## config.mk

```make
export PLATFORM = sky130hd
export DESIGN_NAME = adc_seq_ctrl
export DESIGN_NICKNAME = d
export VERILOG_FILES = /design/src/rtl/adc_seq_pkg.sv /design/src/rtl/adc_tick_gen.sv /design/src/rtl/adc_edge_sync.sv /design/src/rtl/adc_spi_rx.sv /design/src/rtl/adc_seq_ctrl.sv
export SDC_FILE = /design/constraint.sdc
export NUM_CORES = 1
export LEC_CHECK = 0
export BUFFER_PORTS_ARGS = -buffer_cell sky130_fd_sc_hd__buf_2
export CORE_MARGIN = 4
export CORE_UTILIZATION = 45
export CTS_CLUSTER_DIAMETER = 40
export CTS_CLUSTER_SIZE = 30
export DETAILED_ROUTE_END_ITERATION = 16
export PLACE_DENSITY_LB_ADDON = 0.12
export SLEW_MARGIN = 5
export SYNTH_ARGS = -nofsm -noshare
export SYNTH_HDL_FRONTEND = slang
export SYNTH_SLANG_ARGS = --single-unit
```

## constraint.sdc

```tcl
create_clock -name clk -period 2 [get_ports clk]
set_input_delay 0.3 -clock clk [delete_from_list [all_inputs] [get_ports clk]]
set_output_delay 0.3 -clock clk [all_outputs]
set_load 0.01 [all_outputs]
```

## src/rtl/adc_seq_pkg.sv

```systemverilog
package adc_seq_pkg;
  typedef enum logic [1:0] {SQ_IDLE, SQ_CONV, SQ_WAIT, SQ_READ} seq_state_t;
  typedef enum logic [1:0] {SP_IDLE, SP_LEAD, SP_SHIFT, SP_TRAIL} spi_state_t;
  localparam longint unsigned SCK_LIMIT_HZ = 64'd17_000_000;
endpackage

```

## src/rtl/adc_tick_gen.sv

```systemverilog
module adc_tick_gen #(
  parameter int PERIOD = 300
) (
  input  logic clk,
  input  logic rst,
  output logic tick_o
);
  localparam int CW = $clog2(PERIOD + 1);
  localparam logic [CW-1:0] LAST = CW'(PERIOD - 1);

  logic [CW-1:0] cnt;

  always_ff @(posedge clk) begin
    if (rst) begin
      cnt    <= '0;
      tick_o <= 1'b0;
    end else if (cnt == LAST) begin
      cnt    <= '0;
      tick_o <= 1'b1;
    end else begin
      cnt    <= cnt + 1'b1;
      tick_o <= 1'b0;
    end
  end
endmodule

```

## src/rtl/adc_edge_sync.sv

```systemverilog
module adc_edge_sync #(
  parameter int STAGES = 2
) (
  input  logic clk,
  input  logic rst,
  input  logic d_i,
  output logic fall_o
);
  logic [STAGES-1:0] sync;
  logic              prev;

  always_ff @(posedge clk) begin
    if (rst) begin
      sync   <= '0;
      prev   <= 1'b0;
      fall_o <= 1'b0;
    end else begin
      sync   <= {sync[STAGES-2:0], d_i};
      prev   <= sync[STAGES-1];
      fall_o <= prev & ~sync[STAGES-1];
    end
  end
endmodule

```

## src/rtl/adc_spi_rx.sv

```systemverilog
module adc_spi_rx
  import adc_seq_pkg::*;
#(
  parameter int HALF = 3,
  parameter int BITS = 24
) (
  input  logic            clk,
  input  logic            rst,
  input  logic            start_i,
  input  logic            miso_i,
  output logic            cs_n_o,
  output logic            sck_o,
  output logic            done_o,
  output logic [BITS-1:0] word_o
);
  localparam int HW = $clog2(HALF) + 1;
  localparam int BW = $clog2(BITS + 1);
  localparam logic [HW-1:0] H_LAST = HW'(HALF - 1);
  localparam logic [BW-1:0] B_LAST = BW'(BITS - 1);

  spi_state_t    st;
  logic [HW-1:0] hc;
  logic [BW-1:0] bc;
  logic [BITS-1:0] shreg;

  assign word_o = shreg;

  always_ff @(posedge clk) begin
    if (rst) begin
      st     <= SP_IDLE;
      hc     <= '0;
      bc     <= '0;
      shreg  <= '0;
      cs_n_o <= 1'b1;
      sck_o  <= 1'b0;
      done_o <= 1'b0;
    end else begin
      done_o <= 1'b0;
      case (st)
        SP_IDLE: begin
          if (start_i) begin
            st     <= SP_LEAD;
            cs_n_o <= 1'b0;
            hc     <= '0;
            bc     <= '0;
          end
        end
        SP_LEAD: begin
          if (hc == H_LAST) begin
            hc    <= '0;
            sck_o <= 1'b1;
            st    <= SP_SHIFT;
          end else begin
            hc <= hc + 1'b1;
          end
        end
        SP_SHIFT: begin
          if (hc == H_LAST) begin
            hc <= '0;
            if (sck_o) begin
              sck_o <= 1'b0;
              shreg <= {shreg[BITS-2:0], miso_i};
              if (bc == B_LAST) begin
                bc <= '0;
                st <= SP_TRAIL;
              end else begin
                bc <= bc + 1'b1;
              end
            end else begin
              sck_o <= 1'b1;
            end
          end else begin
            hc <= hc + 1'b1;
          end
        end
        SP_TRAIL: begin
          if (hc == H_LAST) begin
            hc     <= '0;
            cs_n_o <= 1'b1;
            done_o <= 1'b1;
            st     <= SP_IDLE;
          end else begin
            hc <= hc + 1'b1;
          end
        end
        default: st <= SP_IDLE;
      endcase
    end
  end
endmodule

```

## src/rtl/adc_seq_ctrl.sv

```systemverilog
module adc_seq_ctrl
  import adc_seq_pkg::*;
#(
  parameter longint unsigned CLK_HZ = 64'd100_000_000,
  parameter int SCK_HALF    = 3,
  parameter int TICK_PERIOD = 300,
  parameter int CNV_CYCLES  = 3,
  parameter int SYNC_STAGES = 2,
  parameter int SAMPLE_W    = 18,
  parameter int XFER_BYTES  = 3
) (
  input  logic                clk,
  input  logic                rst,
  input  logic                busy_i,
  input  logic                miso_i,
  output logic                cnv_o,
  output logic                cs_n_o,
  output logic                sck_o,
  output logic [SAMPLE_W-1:0] sample_o,
  output logic                sample_vld_o,
  output logic                overrun_o
);
  localparam int XFER_BITS = 8 * XFER_BYTES;
  localparam int CCW = $clog2(CNV_CYCLES + 1);
  localparam logic [CCW-1:0] CNV_LAST = CCW'(CNV_CYCLES - 1);

  // serial clock ceiling enforced while the design is elaborated
  if (CLK_HZ > SCK_LIMIT_HZ * 64'(2 * SCK_HALF)) begin : g_sck_too_fast
    $error("serial clock divider gives more than 17 MHz");
  end
  if (SAMPLE_W > XFER_BITS) begin : g_sample_too_wide
    $error("sample wider than transfer");
  end

  logic tick;
  logic busy_fall;
  logic spi_start;
  logic spi_done;
  logic [XFER_BITS-1:0] spi_word;

  seq_state_t     st;
  logic [CCW-1:0] cc;

  adc_tick_gen #(.PERIOD(TICK_PERIOD)) u_tick (
    .clk(clk), .rst(rst), .tick_o(tick)
  );

  adc_edge_sync #(.STAGES(SYNC_STAGES)) u_busy (
    .clk(clk), .rst(rst), .d_i(busy_i), .fall_o(busy_fall)
  );

  assign spi_start = (st == SQ_WAIT) && busy_fall;

  adc_spi_rx #(.HALF(SCK_HALF), .BITS(XFER_BITS)) u_spi (
    .clk(clk), .rst(rst), .start_i(spi_start), .miso_i(miso_i),
    .cs_n_o(cs_n_o), .sck_o(sck_o), .done_o(spi_done), .word_o(spi_word)
  );

  always_ff @(posedge clk) begin
    if (rst) begin
      st           <= SQ_IDLE;
      cc           <= '0;
      cnv_o        <= 1'b0;
      sample_o     <= '0;
      sample_vld_o <= 1'b0;
      overrun_o    <= 1'b0;
    end else begin
      sample_vld_o <= 1'b0;
      if (tick && st != SQ_IDLE) overrun_o <= 1'b1;
      case (st)
        SQ_IDLE: begin
          if (tick) begin
            cnv_o <= 1'b1;
            cc    <= '0;
            st    <= SQ_CONV;
          end
        end
        SQ_CONV: begin
          if (cc == CNV_LAST) begin
            cnv_o <= 1'b0;
            st    <= SQ_WAIT;
          end else begin
            cc <= cc + 1'b1;
          end
        end
        SQ_WAIT: begin
          if (busy_fall) st <= SQ_READ;
        end
        SQ_READ: begin
          if (spi_done) begin
            sample_o     <= spi_word[XFER_BITS-1 -: SAMPLE_W];
            sample_vld_o <= 1'b1;
            st           <= SQ_IDLE;
          end
        end
        default: st <= SQ_IDLE;
      endcase
    end
  end
endmodule

```

After elaboration in Yosys (flattened, before gate mapping)
Cells that the tools add are included.
{"block": "op_classes", "mux": 35, "n_addsub": 4, "n_reduce_logical": 22, "n_eq_ne": 21, "bitwise_logic": 4}
{"cell": "2-to-1 mux 2 bit", "count": 12}
{"cell": "2-to-1 mux 5 bit", "count": 4}
{"cell": "!= test 2 x 1 -> 1 bit (second input constant)", "count": 8}
{"cell": "one-hot mux 2 bit (4 select lines)", "count": 2}
{"cell": "AND reduction 3 bit", "count": 5}
{"cell": "== test 2 bit (second input constant)", "count": 5}
{"cell": "one-hot mux 5 bit (2 select lines)", "count": 1}
{"cell": "nonzero test 2 bit", "count": 5}
{"cell": "adder 9 x 1 -> 9 bit (second input constant)", "count": 1}
{"cell": "== test 9 bit (second input constant)", "count": 1}
{"cell": "2-to-1 mux 1 bit", "count": 9}
{"cell": "AND reduction 4 bit", "count": 2}
{"cell": "2-to-1 mux 3 bit", "count": 2}
{"cell": "!= test 2 bit (second input constant)", "count": 3}
{"cell": "one-hot mux 1 bit (2 select lines)", "count": 3}
{"cell": "one-hot mux 3 bit (2 select lines)", "count": 1}
{"cell": "AND reduction 6 bit", "count": 1}
{"cell": "OR reduction 2 bit", "count": 3}
{"cell": "adder 5 x 1 -> 5 bit (second input constant)", "count": 1}
{"cell": "== test 5 bit (second input constant)", "count": 1}
{"cell": "== test 2 x 1 -> 1 bit (second input constant)", "count": 2}
{"cell": "logical NOT 2 bit", "count": 2}
{"cell": "one-hot mux 2 bit (2 select lines)", "count": 1}
{"cell": "adder 3 x 1 -> 3 bit (second input constant)", "count": 1}
{"cell": "other kinds (7)", "count": 10}
{"block": "word_totals", "output_inout_bits": 23, "reg_bits": 76}

Logic depth before layout (Yosys ltp)
{"block": "logic_depth", "word_depth": 5, "mapped_depth": 7, "ltp_nobuf": 6}

By module
From an unflattened synthesis, not the netlist that was laid out.
{"block": "unflattened", "cells_unflattened": 372, "hier_area_um2": 3205.6}
{"mod": "adc_spi_rx", "cells_each": 187, "area_each_um2": 1532.7, "instances": 1, "seq_area_each_um2": 740.7}
{"mod": "adc_seq_ctrl", "cells_each": 131, "area_each_um2": 1147.4, "instances": 1, "seq_area_each_um2": 500.5}
{"mod": "adc_tick_gen", "cells_each": 46, "area_each_um2": 414.1, "instances": 1, "seq_area_each_um2": 200.2}
{"mod": "adc_edge_sync", "cells_each": 8, "area_each_um2": 111.4, "instances": 1, "seq_area_each_um2": 80.1}

Worst setup path before layout
No wires, ideal clock.
{"block": "synth_timing", "path_type": "register to register", "start": "register u_spi.st[0]", "end": "register u_spi.bc[3]", "setup_time_ns": 0.067, "n_path_buf": 0, "path_slack_ns": 0.102, "arrival_time_ns": 1.830, "stages_incl_launch_ff": 7, "synth_period_minus_slack_ns": 1.898, "path_cell_list": "dfxtp_1 -> inv_1 -> ha_1 -> a21boi_2 -> a211o_1 -> or4_4 -> a21oi_2"}
{"block": "synth_between", "elab_chain_len": 3}
{"item": "from (decl)", "line_no": "adc_spi_rx.sv:21", "rtl": "spi_state_t st;"}
{"item": "from (signal assigned)", "line_no": "adc_spi_rx.sv:30", "rtl": "st <= SP_IDLE;"}
{"item": "from (signal assigned)", "line_no": "adc_spi_rx.sv:42", "rtl": "st <= SP_LEAD;"}
{"item": "from (signal assigned)", "line_no": "adc_spi_rx.sv:52", "rtl": "st <= SP_SHIFT;"}
{"item": "== test 2 bit or logical NOT 2 bit (tied branches)", "line_no": "adc_spi_rx.sv:39", "rtl": "case (st)"}
{"item": "!= test 2 x 1 -> 1 bit (no line) (tied with other cells)"}
{"item": "AND reduction 4 bit (no line)"}
{"item": "to (signal assigned)", "line_no": "adc_spi_rx.sv:67", "rtl": "bc <= bc + 1'b1;"}
{"item": "to (decl)", "line_no": "adc_spi_rx.sv:23", "rtl": "logic [BW-1:0] bc;"}
Several ways; a longest one is shown, not always the timed one.
A chain may end at the register's enable or synchronous reset.

Final worst setup path
{"block": "layout_timing", "start": "register u_spi.st[1]", "end": "register u_spi.bc[3]"}
Same word-level chain as after synthesis.

==> impl_metrics.yaml <==
timing:
  fin_setup_tns_ns: 0
  finalHoldViolations: 0
  worst_pin_slew_ns: 0.636
  fin_crit_ns: 1.84
  fin_skew_ns: 0.00910
  rsz0062_at_grt: "false"
  finalSetupViolCount: 0
  fmax_mhz: 543
  worst_slack_ns: 0.159
  slew_viol_final: 0
  relSlewSlack: 0.575
  min_period_over_period: 0.920
logic_synthesis:
  synth_edf_count: 0
  synth_compound_area_frac: 0.142
  yosysSeqAreaShare: 0.495
  ys_dominant_reg_cell: "dfxtp_1"
  netlist_area_um2: 3080
  syn_nets: 385
  synthSimpleGateAreaFrac: 0.245
  synth-warning-count: 0
  synthCells: 369
  ys_seq_elements: 76
  synth_cell_types: 45
  avgSynthCellArea_um2: 8.33
  synthMuxAreaShare: 0.0102
  yosys.area_share.adder: 0.0488
  synth_xor_xnor_area_share: 0.0199
  async_flop_share: 0
  synth_top_family_by_area: "simple AND/OR/NAND/NOR gates"
cts:
  cts_buffer_depth: 2
  cts_tree: "done"
  post_cts_buffers: 0
  clk-insertion-delay-late_ns: 0.34
  cts_resized: 0
  htreeDepth: 3
  cts-hold-fix-buffers: 0
  root_buffer: "clkbuf_8"
  cts-buffers-inserted: 9
  cts_sinks: 76
  path_clk_slew_ns: 0.07
floorplan:
  dieHeight_um: 90.7
  die_w_um: 90.7
  initial_core_util: 0.474
  core_um2: 6490
  dieArea_um2: 8220
  ios: 27
  row_count: 29
run_status:
  outcome: "complete, no violations"
layout:
  final_core_utilization: 0.541
  instances_no_fill: 482
  fill_cells: 630
  areaGrowthSynthToFinish_pct: 14.2
  finalNetCount: 416
  drive_gt1_frac: 0.146
  antenna_cells: 0
power:
  power.density_nw_per_um2: 875
  ir_drop_mv: 0.435
  power.total_mw: 3.08
  total_leakage_power_nw: 1.31
setup_path:
  path_delay_family: "compound AO/OA/AOI/OAI gates"
  crit_required_ns: 2.27
  slowest_stage: "or4_4"
  cp_slowest_stage_delay_ns: 0.52
  crit_fanout: 4
  path_class: "reg2reg"
  crit_chain: "inv_1, ha_1, a21boi_2, a211o_1, or4_4, a21oi_2"
  startpoint_type: "flop"
  cp_data_arrival_time_ns: 2.11
  crit_path_end_kind: "flop"
  cp_num_buf_inv: 1
grt:
  grt_pass1_wl_mm: 9.85
  grtUsageTotal: 0.146
  grt_pass1_vias: 2264
  antenna_found_initial: 0
  grt_max_degree: 41
  grt_overflow: 0
detailed_routing:
  drtIter0Drc: 114
  wl_mm: 5.70
  drtPass1Iterations: 4
  ant_nets: 0
  via_per_inst: 5.04
  via_count: 2428
  drc: 0
  wl_per_cell_um: 11.8
placement:
  place_congestion: 0.791
  dp_slack_ns: 0.179
  dp.cells: 466
  dp_hpwl_mm: 3.80
  portBuffers: 26
job:
  drv_cap: 0
hold_path:
  hp-class: "in2reg"
## cell usage in the layout, fill, tap and decap left out, types with 5 or more instances in the layout
cell	Yosys	final
nor3_1	6	6
xnor2_1	5	5
clkbuf_8	0	9
a21oi_1	55	55
nor2_1	26	26
buf_4	0	12
inv_1	13	13
ha_1	12	12
o21ai_0	6	6
nand3_1	5	5
nand2b_1	5	5
buf_2	3	26
dfxtp_1	76	76
nor2b_1	8	8
nand2_1	95	95
## cell type report
class,count,area (um^2),share of cell area
Multi-Input combinational cell,262,1430,0.408
Clock inverter,6,65.1,0.0185
Inverter,13,48.8,0.0139
Sequential cell,76,1520,0.433
Tap cell,77,96.3,0.0274
Clock buffer,10,128,0.0363
Timing Repair Buffer,38,220,0.0627
## state kept, by name, indices dropped and copies added, names as in the netlist, 2 cells and up
| name | count |
|---|---|
| u_spi.word_o | 24 |
| sample_o | 18 |
| u_tick.cnt | 9 |
| cc | 2 |
| u_busy.sync | 2 |
| u_spi.hc | 3 |
| u_spi.st | 2 |
| st | 2 |
| u_spi.bc | 5 |
## stage by stage
step           cell area [um^2]  hold slack (ns)
2_1_floorplan              3080            0.388
3_3_place_gp               3320            0.396
3_5_place_dp               3320            0.402
4_1_cts                    3510            0.148
5_1_grt                    3510            0.175
6_report                   3510            0.168
## power by group
group / total (mW) / switching [mW] / leakage, nW / internal (mW)
Clock: 1.13 / 0.558 / 0.0962 / 0.576
Sequential: 1.59 / 0.0355 / 0.613 / 1.55
Combinational: 0.353 / 0.197 / 0.599 / 0.155
Total: 3.08 / 0.791 / 1.31 / 2.28
## synthesized netlist by cell type, drive strengths merged (6+ instances only)
| library cell | instances | area [um^2] |
|---|---|---|
| nand2 | 95 | 357 |
| dfxtp | 76 | 1520 |
| a21oi | 56 | 284 |
| nor2 | 26 | 97.6 |
| inv | 13 | 48.8 |
| clkbuf | 12 | 45.0 |
| ha | 12 | 150 |
| nor2b | 8 | 50.1 |
| buf | 6 | 26.3 |
| nand3 | 6 | 42.5 |
| nor3 | 6 | 30.0 |
| o21ai | 6 | 30.0 |
## final timing paths
check,cells past startpoint,slack (ns),to,start
worst min-delay path,2,0.17,u_busy.sync[0],busy_i
worst min register to register,1,0.41,u_busy.fall_o,u_busy.sync[1]
worst max register to register,6,0.16,u_spi.bc[3],u_spi.st[1]
worst max-delay path,6,0.16,u_spi.bc[3],u_spi.st[1]
## logic make-up after synthesis
group                    count (synthesis)
AO/OA/AOI/OAI                           77
buffers and inverters                   31
XOR/XNOR                                 7
flip-flops                              76
multiplexers                             3
adder cells (fa/ha/maj)                 12
AND/OR/NAND/NOR                        163
## per-layer routing
| layer | part of all wire | up-vias | global-route usage |
|---|---|---|---|
| met4 | 0.011 | 0 | 0.0536 |
| met3 | 0.037 | 7 | 0.0550 |
| met5 | 0 | - | 0 |
| li1 | - | 1292 | - |
| met1 | 0.49 | 1103 | 0.174 |
| met2 | 0.46 | 26 | 0.238 |
Power figures use the tool's default switching activity.
